===== src/rtl/decade_timebase_pkg.sv =====
package decade_timebase_pkg;

  // Strobes issued by the control path once per system clock.
  typedef struct packed {
    logic clear;  // synchronous clear of every digit
    logic step;   // accepted tick, drives the lowest digit
  } tbStrobe_t;

endpackage


===== src/rtl/decade_timebase_digit.sv =====
module decade_timebase_digit #(
  parameter int RADIX   = 10,
  parameter int DIGIT_W = 4
) (
  input  logic               clk,
  input  logic               clear,
  input  logic               en,
  output logic [DIGIT_W-1:0] count,
  output logic               atLast,
  output logic               tc
);

  localparam logic [DIGIT_W-1:0] LAST = DIGIT_W'(RADIX - 1);

  logic [DIGIT_W-1:0] countNext;

  always_comb begin
    countNext = count;
    if (clear) begin
      countNext = '0;
    end else if (en) begin
      countNext = (count == LAST) ? '0 : count + 1'b1;
    end
  end

  always_ff @(posedge clk) begin
    count <= countNext;
  end

  assign atLast = (count == LAST);
  // Terminal count lasts only for the enabled cycle at the last value.
  assign tc     = atLast && en;

  p_digit_range_r6 : assert property (@(posedge clk) disable iff (clear)
    count <= LAST);

  p_wrap_to_zero_r3 : assert property (@(posedge clk) disable iff (clear)
    (en && atLast) |=> (count == '0));

  p_clear_zero_r1 : assert property (@(posedge clk)
    clear |=> (count == '0));

endmodule


===== src/rtl/decade_timebase_ctrl.sv =====
module decade_timebase_ctrl
  import decade_timebase_pkg::*;
#(
  parameter int NUM_RUN = 4
) (
  input  logic               tickEn,
  input  logic [NUM_RUN-1:0] runOk,
  input  logic               clrA_n,
  input  logic               clrB_n,
  output tbStrobe_t          strobes
);

  logic clearAny;
  logic runAll;

  assign clearAny = !(clrA_n && clrB_n);
  assign runAll   = &runOk;

  always_comb begin
    strobes.clear = clearAny;
    // Clear has priority, so a tick during clear is dropped.
    strobes.step  = tickEn && runAll && !clearAny;
  end

endmodule


===== src/rtl/decade_timebase_chain.sv =====
module decade_timebase_chain
  import decade_timebase_pkg::*;
#(
  parameter int NUM_DEC = 6,
  parameter int RADIX   = 10,
  parameter int DIGIT_W = 4
) (
  input  logic                       clk,
  input  tbStrobe_t                  strobes,
  output logic [NUM_DEC*DIGIT_W-1:0] digitsFlat
);

  logic [NUM_DEC-1:0] stageEn;
  logic [NUM_DEC-1:0] stageTc;
  logic [NUM_DEC-1:0] stageLast;

  for (genvar k = 0; k < NUM_DEC; k++) begin : g_stage
    if (k == 0) begin : g_first
      assign stageEn[k] = strobes.step;
    end else if (k == 1) begin : g_second
      assign stageEn[k] = stageTc[0];
    end else begin : g_upper
      // Upper digits need both the lowest and the preceding terminal count.
      assign stageEn[k] = stageTc[0] && stageTc[k-1];
    end

    decade_timebase_digit #(
      .RADIX  (RADIX),
      .DIGIT_W(DIGIT_W)
    ) u_digit (
      .clk   (clk),
      .clear (strobes.clear),
      .en    (stageEn[k]),
      .count (digitsFlat[k*DIGIT_W +: DIGIT_W]),
      .atLast(stageLast[k]),
      .tc    (stageTc[k])
    );

    if (k >= 1) begin : g_gate_chk
      p_stage_gate_r5 : assert property (@(posedge clk) disable iff (strobes.clear)
        !(strobes.step && stageLast[0] && stageLast[k-1])
          |=> $stable(digitsFlat[k*DIGIT_W +: DIGIT_W]));
    end
  end

  p_hold_no_step_r2 : assert property (@(posedge clk) disable iff (strobes.clear)
    !strobes.step |=> $stable(digitsFlat));

endmodule


===== src/rtl/decade_timebase.sv =====
module decade_timebase
  import decade_timebase_pkg::*;
#(
  parameter int NUM_DEC = 6,
  parameter int RADIX   = 10,
  parameter int DIGIT_W = 4
) (
  input  logic               clk,
  input  logic               tickEn,
  input  logic [3:0]         runOk,
  input  logic               clrA_n,
  input  logic               clrB_n,
  output logic [DIGIT_W-1:0] tapFine,
  output logic [DIGIT_W-1:0] tapMs,
  output logic [DIGIT_W-1:0] tapDeci,
  output logic [1:0]         tapSec
);

  localparam int FINE_IDX = 0;
  localparam int MS_IDX   = 1;
  localparam int DECI_IDX = 3;
  localparam int SEC_IDX  = NUM_DEC - 1;

  tbStrobe_t                  strobes;
  logic [NUM_DEC*DIGIT_W-1:0] digitsFlat;

  decade_timebase_ctrl #(
    .NUM_RUN(4)
  ) u_ctrl (
    .tickEn (tickEn),
    .runOk  (runOk),
    .clrA_n (clrA_n),
    .clrB_n (clrB_n),
    .strobes(strobes)
  );

  decade_timebase_chain #(
    .NUM_DEC(NUM_DEC),
    .RADIX  (RADIX),
    .DIGIT_W(DIGIT_W)
  ) u_chain (
    .clk       (clk),
    .strobes   (strobes),
    .digitsFlat(digitsFlat)
  );

  assign tapFine = digitsFlat[FINE_IDX*DIGIT_W +: DIGIT_W];
  assign tapMs   = digitsFlat[MS_IDX*DIGIT_W   +: DIGIT_W];
  assign tapDeci = digitsFlat[DECI_IDX*DIGIT_W +: DIGIT_W];
  assign tapSec  = digitsFlat[SEC_IDX*DIGIT_W  +: 2];

  p_pin_clear_r9 : assert property (@(posedge clk)
    (!clrA_n || !clrB_n) |=> (tapFine == '0 && tapMs == '0 && tapDeci == '0 && tapSec == '0));

endmodule


===== config.mk =====
export PLATFORM = sky130hd
export DESIGN_NAME = decade_timebase
export DESIGN_NICKNAME = d
export VERILOG_FILES = /design/src/rtl/decade_timebase_pkg.sv /design/src/rtl/decade_timebase_digit.sv /design/src/rtl/decade_timebase_ctrl.sv /design/src/rtl/decade_timebase_chain.sv /design/src/rtl/decade_timebase.sv
export SDC_FILE = /design/constraint.sdc
export NUM_CORES = 1
export LEC_CHECK = 0
export CAP_MARGIN = 20
export CORE_MARGIN = 5
export CORE_UTILIZATION = 56
export CTS_BUF_LIST = sky130_fd_sc_hd__clkbuf_8
export CTS_CLUSTER_DIAMETER = 40
export DETAILED_ROUTE_END_ITERATION = 7
export PLACE_DENSITY_LB_ADDON = 0.1
export SLEW_MARGIN = 5
export SYNTH_ARGS = -nofsm -noshare
export SYNTH_HDL_FRONTEND = slang
export SYNTH_SLANG_ARGS = --single-unit
export TNS_END_PERCENT = 50

===== constraint.sdc =====
create_clock -name clk -period 2.1 [get_ports clk]
set_clock_uncertainty 0.2 [all_clocks]
set_input_delay 0.315 -clock clk [delete_from_list [all_inputs] [get_ports clk]]
set_output_delay 0.315 -clock clk [all_outputs]
set_load 0.02 [all_outputs]

==> flow_summary.rst, run 1 <==
.. list-table::
   :header-rows: 1

   * - Metric
     - Value
   * - Post-route fraction of the period consumed by the critical path
     - 96.5%
   * - Final net count
     - 208
   * - Mean cell area of the mapped netlist
     - 8.41 µm²
   * - Vertical extent of the die
     - 61.8 µm
   * - Antenna diodes
     - 0
   * - Total track usage
     - 21.0%
   * - Most numerous cell in the Yosys netlist
     - sky130_fd_sc_hd__dfxtp_1
   * - Remaining number of nets flagged by the antenna check after routing
     - 0
   * - Synth Register Bits
     - 24
   * - Total count of hold-check failures in the final report
     - 0
   * - Number of pins exceeding their max-slew limit in the final report
     - 0
   * - Worst-margin pin slew
     - 339 ps
   * - TritonCTS clock tree
     - built
   * - Crit Path Class
     - input pin to register
   * - CP max FO
     - 20
   * - Maximum number of pins on one net before global-route repair
     - 21
   * - Std-Cell Rows
     - 18
   * - Series of cell instances along the critical path
     - clkdlybuf4s50_1 > and4_1 > nand4_1 > buf_4 > or4_1 > a21oi_2
   * - Worst slew margin relative to its limit
     - 77.4%
   * - # H-tree levels
     - 1
   * - Longest individual stage delay on the worst path
     - 520 ps
   * - Fraction of layout cells with a size suffix above 1
     - 15.1%
   * - Post-route DRC violation count
     - 0
   * - Count of final setup violators
     - 0
   * - Synthesized instance count
     - 179
   * - Dpl hpwl
     - 2.55 mm
   * - Skew-Pair Late Insertion Delay
     - 280 ps
   * - Pre-antenna DRT Iters
     - 4
   * - GRT Residual Overflow
     - 0
   * - Via count
     - 1369
   * - Effective utilization at floorplan
     - 59.7%
   * - Final routed wirelength across all metal layers
     - 3.53 mm
   * - Type of the most critical hold path
     - register to register
   * - Total power density per cell area
     - 509 nW/µm²
   * - Number of distinct library cells after synthesis
     - 45
   * - Critical Path Sink Type
     - register
   * - Final critical-path setup slack
     - 73.3 ps
   * - Max Buffers Root-to-Sink
     - 2
   * - Post-place instance area
     - 1720 µm²
   * - Worst setup slack before clock tree synthesis
     - -209 ps
   * - Warnings from Yosys
     - 0
   * - Post-synth net total
     - 187
   * - Post-CTS repair timing setup buffer count
     - 0
   * - Final RePlAce weighted congestion
     - 0.858
   * - Largest register FFs
     - 24
   * - Most used DFF post-synth
     - sky130_fd_sc_hd__dfxtp_1
   * - Drt initial violations
     - 88
   * - Number of antenna violations at the first check in global routing
     - 0
   * - DR vias/cell
     - 5.98
   * - Cells taking the most area after synthesis
     - sky130_fd_sc_hd__dfxtp_1 32%, sky130_fd_sc_hd__buf_4 7.0%, sky130_fd_sc_hd__or4_1 5.0%, sky130_fd_sc_hd__a21oi_1 4.3%, sky130_fd_sc_hd__o21ai_0 3.3%
   * - Drt wl/cell
     - 15.4 µm
   * - Maximum vdd ir drop
     - 426 µV
   * - Final Instance Area
     - 1800 µm²
   * - Buf+Inv Stages, Crit Path
     - 2
   * - Top cell type's share of synthesized area
     - 31.9%
   * - Clock buffers created by TritonCTS
     - 3
   * - Leakage power figure
     - 0.577 nW
   * - Switching power as a share of total power
     - 20.2%
   * - Largest reg by FF count
     - u_chain.g_stage.u_digit.count
   * - Area grow syn2layout
     - 19.7%
   * - Post-CTS clock slew at the launch and capture registers of the worst setup and hold paths
     - 90 ps
   * - Biggest regs
     - u_chain.g_stage.u_digit.count: 24 flops
   * - Syn Std Cell Area
     - 1510 µm²
   * - Max Cap Viol
     - 0
   * - Library cell occupying the most area in the post-synthesis netlist
     - sky130_fd_sc_hd__dfxtp_1
   * - Peak Freq
     - 493 MHz
   * - Data arrival at the endpoint of the critical path
     - 2040 ps
   * - Floorplan die area
     - 3820 µm²
   * - Post-synth ARST share
     - 0%
   * - RSZ-0062 raised after global routing
     - no
   * - Count of boundary I/O pins
     - 22
   * - Clk network pwr share
     - 45.9%
   * - List of most frequent post-synthesis cells
     - 24 x sky130_fd_sc_hd__dfxtp_1, 14 x sky130_fd_sc_hd__buf_4, 13 x sky130_fd_sc_hd__a21oi_1
   * - Required time of the critical path
     - 2110 ps
   * - Total of buffers placed on input and output ports
     - 21
   * - EDFF count, synth
     - 0
   * - Post-layout minimum cycle time
     - 2030 ps
   * - Clk Tree Root Cell
     - sky130_fd_sc_hd__clkbuf_8
   * - Fillcell total
     - 200
   * - Seq pwr share
     - 49.7%
   * - Fin Hold WS
     - 300 ps
   * - Total design power
     - 0.916 mW
   * - Startpoint kind of the worst setup timing path
     - input pin
   * - Vias in the first global route
     - 1348
   * - Global-route wire length before repair
     - 5.95 mm
   * - Cell with the biggest individual delay on the critical path
     - sky130_fd_sc_hd__or4_1
   * - Die W
     - 61.8 µm
   * - Outcome
     - finished, final reports clean
   * - Part of the total power dissipated in combinational logic
     - 4.5%
   * - Fraction of the yosys area taken by sequential cells
     - 31.9%
   * - Cell Int Power
     - 0.731 mW
   * - Sw Pwr
     - 0.185 mW
   * - Cell class contributing the biggest share of worst-path delay
     - simple AND/OR/NAND/NOR gates
   * - Area of the core
     - 2520 µm²
   * - Clock Sink Count
     - 24
## logic make-up (layout without fill, tap and decap cells)
| group | after synthesis | count (layout) | synth area share, % |
|---|---|---|---|
| multiplexers | 2 | 2 | 1.41 |
| buffers and inverters | 29 | 49 | 11.8 |
| AND/OR/NAND/NOR | 79 | 79 | 34.2 |
| AO/OA/AOI/OAI | 41 | 41 | 18.3 |
| XOR/XNOR | 4 | 4 | 2.33 |
| flip-flops | 24 | 24 | 31.9 |
## through the flow
step,TNS (ps),util [%],std cells
final,0,71.4,229
after global routing,0,71.4,229
after CTS,0,71.1,229
after detailed placement,-1570,68.3,225
after global placement,-942,68.3,225
after floorplan,0,-,179
## area by class of cell
| cell class | instances | area (µm²) | area share, % |
|---|---|---|---|
| clock buffers | 3 | 41.3 | 2.29 |
| clock inverters | 1 | 30.0 | 1.67 |
| inverters | 9 | 33.8 | 1.87 |
| multi-input cells | 126 | 856 | 47.5 |
| flip-flops and latches | 24 | 480 | 26.7 |
| well taps | 30 | 37.5 | 2.08 |
| repair buffers | 36 | 323 | 17.9 |
## routing by layer
| layer | routed length [µm] | global-route usage [%] | share of wire, % | vias to the layer above |
|---|---|---|---|---|
| met3 | 105 | 2.69 | 3.0 | 6 |
| met4 | 63 | 11.2 | 1.8 | 0 |
| met2 | 1710 | 34.4 | 48 | 27 |
| met1 | 1650 | 26.6 | 47 | 641 |
| met5 | 0 | 0 | 0 | - |
| li1 | - | - | - | 695 |
## final timing paths
kind	depth (start not counted)	slack [ps]	end	start
worst max-delay path	6	70	u_chain.g_stage[3].u_digit.count[1]	runOk[2]
worst min-delay path	2	300	u_chain.g_stage[5].u_digit.count[3]	u_chain.g_stage[5].u_digit.count[3]
worst max register to register	5	120	u_chain.g_stage[3].u_digit.count[1]	u_chain.g_stage[0].u_digit.count[1]
worst min register to register	2	300	u_chain.g_stage[5].u_digit.count[3]	u_chain.g_stage[5].u_digit.count[3]
## placed cells by master, fill, tap and decap left out, drive strengths merged, types with 3 or more instances in the layout
master         instances
dfxtp                 24
clkdlybuf4s50         21
buf                   15
nand2                 13
a21oi                 13
o21ai                 10
or4                   10
inv                    9
nor2                   9
nand4                  7
nor2b                  7
nor4                   6
o31ai                  5
xnor2                  4
a31oi                  4
and4bb                 4
and2                   3
nor3b                  3
clkbuf                 3
## timing repair
item	CTS	global route
hold buffers	0	0
endpoints found under the setup margin	0	2
resized for setup	0	2
## power groups by stage
stage	Clock [mW]	Sequential, mW	Combinational (mW)
after global placement	0	0.466	0.0391
final	0.420	0.455	0.0409
after floorplan	0	0.466	0.0148
after CTS	0.426	0.455	0.0403
after detailed placement	0	0.466	0.0403
after global routing	0.445	0.455	0.0440
## worst reg2reg max path, cell delays in order (launching register included)
cell	delay, ps
sky130_fd_sc_hd__dfxtp_1	360
sky130_fd_sc_hd__or3b_1	440
sky130_fd_sc_hd__or3_4	390
sky130_fd_sc_hd__buf_4	160
sky130_fd_sc_hd__o21ai_0	230
sky130_fd_sc_hd__a21oi_2	90
Note: power is estimated with default switching activity, not from simulation.
==> inputs of run 2 (changes only) <==
--- a/config.mk
+++ b/config.mk
@@ -7,7 +7,7 @@
 export LEC_CHECK = 0
 export CAP_MARGIN = 20
 export CORE_MARGIN = 5
-export CORE_UTILIZATION = 56
+export CORE_UTILIZATION = 54
 export CTS_BUF_LIST = sky130_fd_sc_hd__clkbuf_8
 export CTS_CLUSTER_DIAMETER = 40
 export DETAILED_ROUTE_END_ITERATION = 7
@@ -15,5 +15,6 @@
 export SLEW_MARGIN = 5
 export SYNTH_ARGS = -nofsm -noshare
 export SYNTH_HDL_FRONTEND = slang
+export SYNTH_HIERARCHICAL = 1
 export SYNTH_SLANG_ARGS = --single-unit
 export TNS_END_PERCENT = 50
==> constraint.sdc (replaced) <==
create_clock -name clk -period 2.1 [get_ports clk]
set_clock_uncertainty 0.2 [all_clocks]
set_input_delay 0.42 -clock clk [delete_from_list [all_inputs] [get_ports clk]]
set_output_delay 0.42 -clock clk [all_outputs]
set_load 0.02 [all_outputs]
==> flow_summary.rst, run 2 <==
.. list-table::
   :header-rows: 1

   * - Metric
     - Value
   * - Total of buffers placed on input and output ports
     - 21 (unchanged)
   * - Dpl hpwl
     - 1.94 mm (-24%)
   * - # H-tree levels
     - 1 (unchanged)
   * - Warnings from Yosys
     - 6 (+6)
   * - CTS Hold Bufs
     - 0 (unchanged)
   * - Max Buffers Root-to-Sink
     - 2 (unchanged)
   * - Die W
     - 57.2 µm (-7.6%)
   * - Effective utilization at floorplan
     - 55.4% (-4.3 points)
   * - Post-place instance area
     - 1720 µm² (-0.36%)
   * - Vertical extent of the die
     - 57.2 µm (-7.6%)
   * - Stopped at
     - global routing (5_1_grt)
   * - Count of boundary I/O pins
     - 22 (unchanged)
   * - Final RePlAce weighted congestion
     - 0.712 (-17%)
   * - Std-Cell Rows
     - 17 (-1)
   * - Kind of pin the worst path terminates on
     - register data pin
   * - Clock buffers created by TritonCTS
     - 3 (unchanged)
   * - Maximum number of pins on one net before global-route repair
     - 31
   * - Worst setup slack before clock tree synthesis
     - -1800 ps (-1590 ps)
   * - Outcome
     - did not finish
   * - Number of antenna violations at the first check in global routing
     - 0
   * - Syn Std Cell Area
     - 1200 µm² (-20%)
   * - Mean cell area of the mapped netlist
     - 9.38 µm² (+12%)
   * - Synthesized instance count
     - 128 (-28%)
   * - Pin ending the worst setup path after global-route repair
     - u_chain/g_stage[5].u_digit/count[1]$_SDFFE_PP0P_/D
   * - Clk Tree Root Cell
     - sky130_fd_sc_hd__clkbuf_8
   * - Post-synth net total
     - 136 (-27%)
   * - Log Error
     - [ERROR DPL-0033] detailed placement checks failed during check placement.
[run 2: metrics by stage]
| step | TNS [ps] | std cells | hold slack [ps] |
|---|---|---|---|
| 4_1_cts | -11580 | 238 | 341 |
| 2_1_floorplan | -10040 | 128 | 287 |
| 3_5_place_dp | -20040 | 205 | 328 |
| 3_3_place_gp | -18830 | 205 | 308 |
[run 2: repair_timing]
item                       CTS
pin swaps                   24
gates resized for setup     43
buffers inserted            31
setup endpoints to repair   19
==> inputs of run 3 (changes only) <==
--- a/config.mk
+++ b/config.mk
@@ -6,12 +6,10 @@
 export NUM_CORES = 1
 export LEC_CHECK = 0
 export CAP_MARGIN = 20
-export CORE_MARGIN = 5
-export CORE_UTILIZATION = 54
-export CTS_BUF_LIST = sky130_fd_sc_hd__clkbuf_8
-export CTS_CLUSTER_DIAMETER = 40
+export CORE_AREA = 5 5 66 68
 export DETAILED_ROUTE_END_ITERATION = 7
-export PLACE_DENSITY_LB_ADDON = 0.1
+export DIE_AREA = 0 0 71 73
+export PLACE_DENSITY_LB_ADDON = 0.15
 export SLEW_MARGIN = 5
 export SYNTH_ARGS = -nofsm -noshare
 export SYNTH_HDL_FRONTEND = slang
==> flow_summary.rst, run 3 <==
.. list-table::
   :header-rows: 1

   * - Metric
     - Value
   * - Cell class contributing the biggest share of worst-path delay
     - simple AND/OR/NAND/NOR gates
   * - Antenna diodes
     - 0
   * - Worst slew margin relative to its limit
     - 76.6%
   * - Post-layout minimum cycle time
     - 3020 ps
   * - Type of the most critical hold path
     - register to register
   * - # placed instances
     - 229 (+12%)
   * - Data arrival at the endpoint of the critical path
     - 2990 ps
   * - Peak Freq
     - 332 MHz
   * - Seq pwr share
     - 60.5%
   * - CP max FO
     - 3
   * - Required time of the critical path
     - 2080 ps
   * - Count of final setup violators
     - 13
   * - # H-tree levels
     - 1 (unchanged)
   * - CTS Hold Bufs
     - 0 (unchanged)
   * - Launch point of the worst hold path
     - u_chain/g_stage[4].u_digit/count[1]
   * - Std-Cell Rows
     - 23 (+6)
   * - Part of the total power dissipated in combinational logic
     - 4.7%
   * - Switching power as a share of total power
     - 20.2%
   * - Number of pins exceeding their max-slew limit in the final report
     - 0
   * - Clock Sink Count
     - 24
   * - TritonCTS clock tree
     - built
   * - Most common library cell in the layout ignoring fill and taps
     - sky130_fd_sc_hd__buf_4
   * - Drt wl/cell
     - 11.6 µm
   * - Sw Pwr
     - 0.152 mW
   * - Post-synth net total
     - 136 (unchanged)
   * - Clock buffers created by TritonCTS
     - 3 (unchanged)
   * - Die W
     - 71 µm (+24%)
   * - Pre-antenna DRT Iters
     - 3
   * - Leakage power figure
     - 0.763 nW
   * - Largest reg by FF count
     - u_chain/g_stage.u_digit/count
   * - Largest register FFs
     - 24
   * - GRT Residual Overflow
     - 0
   * - Critical Path Sink Type
     - register
   * - Final critical-path setup slack
     - -916 ps
   * - Global-route wire length before repair
     - 4.83 mm
   * - Outcome
     - complete, but fails checks
   * - Dpl hpwl
     - 1.96 mm (+1.0%)
   * - Max Cap Viol
     - 0
   * - Post-route fraction of the period consumed by the critical path
     - 144%
   * - Startpoint kind of the worst setup timing path
     - input pin
   * - Fraction of layout cells with a size suffix above 1
     - 48.4%
   * - Most common cell type on the critical path
     - sky130_fd_sc_hd__and2_4
   * - Post-place instance area
     - 1760 µm² (+2.5%)
   * - Clk Tree Root Cell
     - sky130_fd_sc_hd__clkbuf_8
   * - Remaining number of nets flagged by the antenna check after routing
     - 0
   * - Max Buffers Root-to-Sink
     - 2 (unchanged)
   * - Worst flop-to-flop path startpoint
     - u_chain/g_stage[0].u_digit/count[2]
   * - Synthesized instance count
     - 128 (unchanged)
   * - Warnings from Yosys
     - 6 (unchanged)
   * - Final routed wirelength across all metal layers
     - 2.81 mm
   * - Mean cell area of the mapped netlist
     - 9.38 µm² (unchanged)
   * - Total of buffers placed on input and output ports
     - 21 (unchanged)
   * - Effective utilization at floorplan
     - 31.6% (-24 points)
   * - Failing checks
     - negative setup slack
   * - RSZ-0062 raised after global routing
     - yes
   * - Via count
     - 1095
   * - Drt initial violations
     - 39
   * - Biggest regs
     - u_chain/g_stage.u_digit/count: 24 flops
   * - Area of the core
     - 3800 µm²
   * - Area grow syn2layout
     - 66.3%
   * - Final Instance Area
     - 2000 µm²
   * - Post-route DRC violation count
     - 0
   * - Skew-Pair Late Insertion Delay
     - 260 ps
   * - Commonest non-fill, non-tap cells in the layout
     - 38 x sky130_fd_sc_hd__buf_4, 24 x sky130_fd_sc_hd__dfxtp_1, 14 x sky130_fd_sc_hd__clkdlybuf4s50_1, 12 x sky130_fd_sc_hd__nor2_1, 11 x sky130_fd_sc_hd__a21oi_1
   * - Worst-margin pin slew
     - 351 ps
   * - Total count of hold-check failures in the final report
     - 0
   * - Buf+Inv Stages, Crit Path
     - 1
   * - Floorplan die area
     - 5180 µm²
   * - Number of antenna violations at the first check in global routing
     - 0
   * - Final net count
     - 202
   * - Final RePlAce weighted congestion
     - 0.727 (+2.2%)
   * - Vertical extent of the die
     - 73 µm (+28%)
   * - Post-CTS clock slew at the launch and capture registers of the worst setup and hold paths
     - 80 ps
   * - Vias in the first global route
     - 1169
   * - Total track usage
     - 11.5%
   * - Maximum vdd ir drop
     - 157 µV
   * - Syn Std Cell Area
     - 1200 µm² (unchanged)
   * - Total power density per cell area
     - 376 nW/µm²
   * - Longest individual stage delay on the worst path
     - 280 ps
   * - Crit Path Class
     - input pin to register
   * - Maximum number of pins on one net before global-route repair
     - 31
   * - DR vias/cell
     - 4.52
   * - Cell with the biggest individual delay on the critical path
     - sky130_fd_sc_hd__mux2_4
   * - Count of boundary I/O pins
     - 22 (unchanged)
   * - Final cell count without fillers
     - 242
   * - Series of cell instances along the critical path
     - buf_8 > nand2_8 > nor3_4 > nand2_2 > nor3_4 > nand2_2 > nor3_2 > and2_4 > nand2_4 > nor3_2 > and2_4 > nand2_4 > nor3_4 > and2_4 > nand2_4 > nor3_2 > and2_4 > nand3_4 > mux2_4 > o32ai_2
   * - Cell Int Power
     - 0.599 mW
   * - Clk network pwr share
     - 34.8%
   * - CP startpoint
     - clrA_n
-- run 3: path summary, 6_finish.rpt --
check / to / slack, ps / depth (start not counted)
max: u_chain/g_stage[5].u_digit/count[3] / -920 / 20
min: u_chain/g_stage[4].u_digit/count[1] / 360 / 2
max reg2reg: u_chain/g_stage[5].u_digit/count[3] / -780 / 17
min reg2reg: u_chain/g_stage[4].u_digit/count[1] / 360 / 2
-- run 3: metrics by stage --
stage	setup slack, ps	util [%]	setup TNS (ps)	hold WS (ps)	power (mW)
3_5_place_dp	-1770	46.3	-20250	325	0.499
2_1_floorplan	-1330	-	-10040	287	0.479
3_3_place_gp	-1680	46.3	-18750	305	0.498
4_1_cts	-900	52.3	-8200	354	0.764
5_1_grt	-1100	52.6	-9300	389	0.777
6_report	-916	52.6	-6840	360	0.751
-- run 3: routing by layer --
metal	global-route usage (%)	vias to the layer above	wire length (µm)
met3	2.34	4	84
met2	21.3	19	1470
li1	-	562	-
met5	0	-	0
met1	12.7	510	1230
met4	5.01	0	25
-- run 3: worst register-to-register path: stages (launching register included) --
cell and delay, ps:
sky130_fd_sc_hd__dfxtp_1 310, sky130_fd_sc_hd__nand2b_1 180, sky130_fd_sc_hd__nor3_4 150, sky130_fd_sc_hd__nand2_2 80
sky130_fd_sc_hd__nor3_2 110, sky130_fd_sc_hd__and2_4 180, sky130_fd_sc_hd__nand2_4 50, sky130_fd_sc_hd__nor3_2 90
sky130_fd_sc_hd__and2_4 170, sky130_fd_sc_hd__nand2_4 50, sky130_fd_sc_hd__nor3_4 170, sky130_fd_sc_hd__and2_4 170
sky130_fd_sc_hd__nand2_4 50, sky130_fd_sc_hd__nor3_2 110, sky130_fd_sc_hd__and2_4 190, sky130_fd_sc_hd__nand3_4 70
sky130_fd_sc_hd__mux2_4 280, sky130_fd_sc_hd__o32ai_2 200
-- run 3: area by class of cell --
class | instances | area, µm²
Timing Repair Buffer | 62 | 533
Clock buffer | 3 | 41.3
Sequential cell | 24 | 480
Multi-Input combinational cell | 97 | 857
Inverter | 6 | 22.5
Tap cell | 50 | 62.6
Fill cell | 379 | 1800
-- run 3: power groups by stage --
stage               Combinational [mW]  Sequential, mW  Clock [mW]
finish                          0.0352           0.455       0.261
global route                    0.0373           0.455       0.286
CTS                             0.0348           0.455       0.275
detailed placement              0.0333           0.465           0
global placement                0.0325           0.465           0
floorplan                       0.0130           0.466           0
-- run 3: repair_timing --
action                     CTS  global route
pin swaps                   19            13
setup buffers               15             3
gates resized for setup     55            10
setup endpoints to repair   19            14
==> inputs of run 4 (changes only) <==
--- a/config.mk
+++ b/config.mk
@@ -5,6 +5,7 @@
 export SDC_FILE = /design/constraint.sdc
 export NUM_CORES = 1
 export LEC_CHECK = 0
+export ABC_AREA = 1
 export CAP_MARGIN = 20
 export CORE_AREA = 5 5 66 68
 export DETAILED_ROUTE_END_ITERATION = 7
==> flow_summary.rst, run 4 <==
.. list-table::
   :header-rows: 1

   * - Metric
     - Value
   * - Outcome
     - complete, but fails checks
   * - Failing checks
     - negative setup slack
   * - Count of final setup violators
     - 19 (+6)
   * - Dpl hpwl
     - 2.03 mm (+3.6%)
   * - Total of buffers placed on input and output ports
     - 21 (unchanged)
   * - Clock buffers created by TritonCTS
     - 3 (unchanged)
   * - Worst flop-to-flop path startpoint
     - u_chain/g_stage[0].u_digit/count[2]
   * - Required time of the critical path
     - 2070 ps (about the same)
   * - Depth of the worst hold-timing path
     - 2 (unchanged)
   * - Largest register FFs
     - 24 (unchanged)
   * - Max Cap Viol
     - 0 (unchanged)
   * - Area grow syn2layout
     - 87.3%
   * - GR Util met2
     - 27.6% (+6.3 points)
   * - Global-route wire length before repair
     - 6.10 mm (+26%)
   * - Buf+Inv Stages, Crit Path
     - 18 (+17)
   * - Vertical extent of the die
     - 73 µm (unchanged)
   * - CP max FO
     - 2 (-1)
   * - Biggest regs
     - u_chain/g_stage.u_digit/count: 24 flops
   * - RR Endpoint
     - u_chain/g_stage[2].u_digit/count[3]
   * - Via count
     - 1521 (+39%)
   * - Floorplan die area
     - 5180 µm² (unchanged)
   * - Post-route fraction of the period consumed by the critical path
     - 137% (-6.5 points)
   * - Max Buffers Root-to-Sink
     - 2 (unchanged)
   * - Antenna diodes
     - 0 (unchanged)
   * - Count of boundary I/O pins
     - 22 (unchanged)
   * - Clk Tree Root Cell
     - sky130_fd_sc_hd__clkbuf_8
   * - Post-synth net total
     - 197 (+45%)
   * - Worst R2R Setup Slack
     - -670 ps (+110 ps)
   * - Area of the core
     - 3800 µm² (unchanged)
   * - Fillcell total
     - 327 (-14%)
   * - Number of antenna violations at the first check in global routing
     - 0 (unchanged)
   * - Cell Int Power
     - 0.604 mW (+0.86%)
   * - Most common library cell in the layout ignoring fill and taps
     - sky130_fd_sc_hd__buf_4
   * - Met3 routing resource usage after global routing
     - 2.48% (+0.14 points)
   * - Pre-antenna DRT Iters
     - 5 (+2)
   * - Worst-case hold path end point
     - u_chain/g_stage[5].u_digit/count[2]
   * - Clk network pwr share
     - 35.4% (+0.6 points)
   * - Drt wl/cell
     - 10.3 µm (-11%)
   * - Fraction of layout cells with a size suffix above 1
     - 61.4% (+13 points)
   * - Total power density per cell area
     - 319 nW/µm² (-15%)
   * - Leakage power figure
     - 1.20 nW (+57%)
   * - Cells on worst reg2reg path
     - 26 (+9)
   * - Worst setup slack before clock tree synthesis
     - -1480 ps (+290 ps)
   * - Final-layout setup total negative slack
     - -11530 ps (-4700 ps)
   * - Startpoint kind of the worst setup timing path
     - input pin
   * - Logic depth of the worst path, buffers included
     - 30 (+50%)
   * - Final routed wirelength across all metal layers
     - 3.73 mm (+33%)
   * - Syn Std Cell Area
     - 1290 µm² (+7.6%)
   * - Total count of hold-check failures in the final report
     - 0 (unchanged)
   * - Sw Pwr
     - 0.169 mW (+11%)
   * - Critical Path Sink Type
     - register
   * - Worst-margin pin slew
     - 223 ps (-128 ps)
   * - GRT Residual Overflow
     - 0 (unchanged)
   * - Cell class contributing the biggest share of worst-path delay
     - buffers and inverters
   * - Post-route DRC violation count
     - 0 (unchanged)
   * - Synthesized instance count
     - 189 (+48%)
   * - Peak Freq
     - 347 MHz (+4.7%)
   * - Clock Sink Count
     - 24 (unchanged)
   * - Std-Cell Rows
     - 23 (unchanged)
   * - RSZ-0062 raised after global routing
     - yes
   * - Total track usage
     - 14.7% (+3.2 points)
   * - Part of the total power dissipated in combinational logic
     - 5.9% (+1.2 points)
   * - Remaining number of nets flagged by the antenna check after routing
     - 0 (unchanged)
   * - Post-CTS clock slew at the launch and capture registers of the worst setup and hold paths
     - 80 ps (about the same)
   * - Met1 usage
     - 16.3% (+3.7 points)
   * - Crit Path Class
     - input pin to register
   * - Final RePlAce weighted congestion
     - 0.727 (-0.11%)
   * - Final critical-path setup slack
     - -780 ps (+136 ps)
   * - Worst slew margin relative to its limit
     - 85.1% (+8.5 points)
   * - Skew-Pair Late Insertion Delay
     - 270 ps (about the same)
   * - # H-tree levels
     - 1 (unchanged)
   * - Post-layout minimum cycle time
     - 2880 ps (-136 ps)
   * - Die W
     - 71 µm (unchanged)
   * - Final net count
     - 321 (+59%)
   * - DR vias/cell
     - 4.21 (-6.9%)
   * - Most common cell type on the critical path
     - sky130_fd_sc_hd__buf_4
   * - Type of the most critical hold path
     - register to register
   * - Maximum vdd ir drop
     - 191 µV (+22%)
   * - Maximum number of pins on one net before global-route repair
     - 13 (-58%)
   * - Effective utilization at floorplan
     - 34.0% (+2.4 points)
   * - Largest reg by FF count
     - u_chain/g_stage.u_digit/count
   * - Vias in the first global route
     - 1503 (+29%)
   * - Number of pins exceeding their max-slew limit in the final report
     - 0 (unchanged)
   * - Most Crowded Layer GR
     - met2
   * - Switching power as a share of total power
     - 21.8% (+1.7 points)
   * - Data arrival at the endpoint of the critical path
     - 2850 ps (-140 ps)
   * - Warnings from Yosys
     - 6 (unchanged)
   * - Longest individual stage delay on the worst path
     - 130 ps (-150 ps)
   * - Commonest non-fill, non-tap cells in the layout
     - 94 x sky130_fd_sc_hd__buf_4, 38 x sky130_fd_sc_hd__inv_2, 29 x sky130_fd_sc_hd__nand2_1, 23 x sky130_fd_sc_hd__dfxtp_1, 18 x sky130_fd_sc_hd__nor2_1
   * - CP startpoint
     - clrA_n
   * - Mean cell area of the mapped netlist
     - 6.84 µm² (-27%)
   * - Seq pwr share
     - 58.8% (-1.7 points)
   * - Launch point of the worst hold path
     - u_chain/g_stage[5].u_digit/count[2]
   * - Drt initial violations
     - 66 (+69%)
   * - Cell with the biggest individual delay on the critical path
     - sky130_fd_sc_hd__buf_4
   * - TritonCTS clock tree
     - built
[run 4: changes by cell type in the layout (fill, tap and decap cells not counted), sizes merged, moves of 12 or more]
| cell | delta |
|---|---|
| nand2 | +35 |
| nor2 | +13 |
| buf | +58 |
| inv | +47 |
| xnor2 | -12 |
[run 4: worst max-delay path by stage]
stage                                                     end  slack (ps)
after floorplan           u_chain/g_stage[5].u_digit/count[3]        -970
after global placement    u_chain/g_stage[5].u_digit/count[3]       -1460
after detailed placement  u_chain/g_stage[5].u_digit/count[3]       -1480
after CTS                 u_chain/g_stage[5].u_digit/count[3]        -600
after global routing      u_chain/g_stage[5].u_digit/count[3]        -970
final                     u_chain/g_stage[2].u_digit/count[3]        -780
[run 4: power groups by stage]
stage / Clock, mW / Combinational, mW / Sequential, mW
6_report: 0.273 / 0.0453 / 0.455
5_1_grt: 0.316 / 0.0493 / 0.455
4_1_cts: 0.286 / 0.0422 / 0.455
3_5_place_dp: 0 / 0.0417 / 0.465
3_3_place_gp: 0 / 0.0419 / 0.465
2_1_floorplan: 0 / 0.0218 / 0.465
[run 4: final cells by class]
type	count	area [µm²]	share of cell area (%)
Clock buffer	3	41.3	1.71
Inverter	53	201	8.32
Multi-Input combinational cell	111	664	27.4
Tap cell	50	62.6	2.58
Timing Repair Buffer	120	970	40.1
Sequential cell	24	482	19.9
[run 4: metal layers]
metal	part of all wire (%)	vias up
met2	52	29
li1	-	804
met5	0	-
met3	3.9	6
met1	42	682
met4	1.6	0
[run 4: timing repair]
action,CTS,global route
endpoints found under the setup margin,16,19
pin swaps,14,12
resized for setup,39,14
hold endpoints to repair,0,0
hold buffers,0,0
setup buffers,58,10
[run 4: tightest hold or removal path: stages, from the launching register on]
cell,delay (ps)
sky130_fd_sc_hd__dfxtp_1,350
sky130_fd_sc_hd__inv_2,80
sky130_fd_sc_hd__a21oi_2,50
[run 4: through the flow]
| stage | hold slack [ps] | cells | power (mW) | util [%] | instance area [µm²] |
|---|---|---|---|---|---|
| floorplan | 259 | 189 | 0.487 | - | 1310 |
| global placement | 278 | 292 | 0.507 | 48.1 | 1830 |
| detailed placement | 281 | 292 | 0.507 | 48.1 | 1830 |
| CTS | 300 | 352 | 0.782 | 61.1 | 2320 |
| global route | 330 | 361 | 0.820 | 63.7 | 2420 |
| finish | 308 | 361 | 0.773 | 63.7 | 2420 |
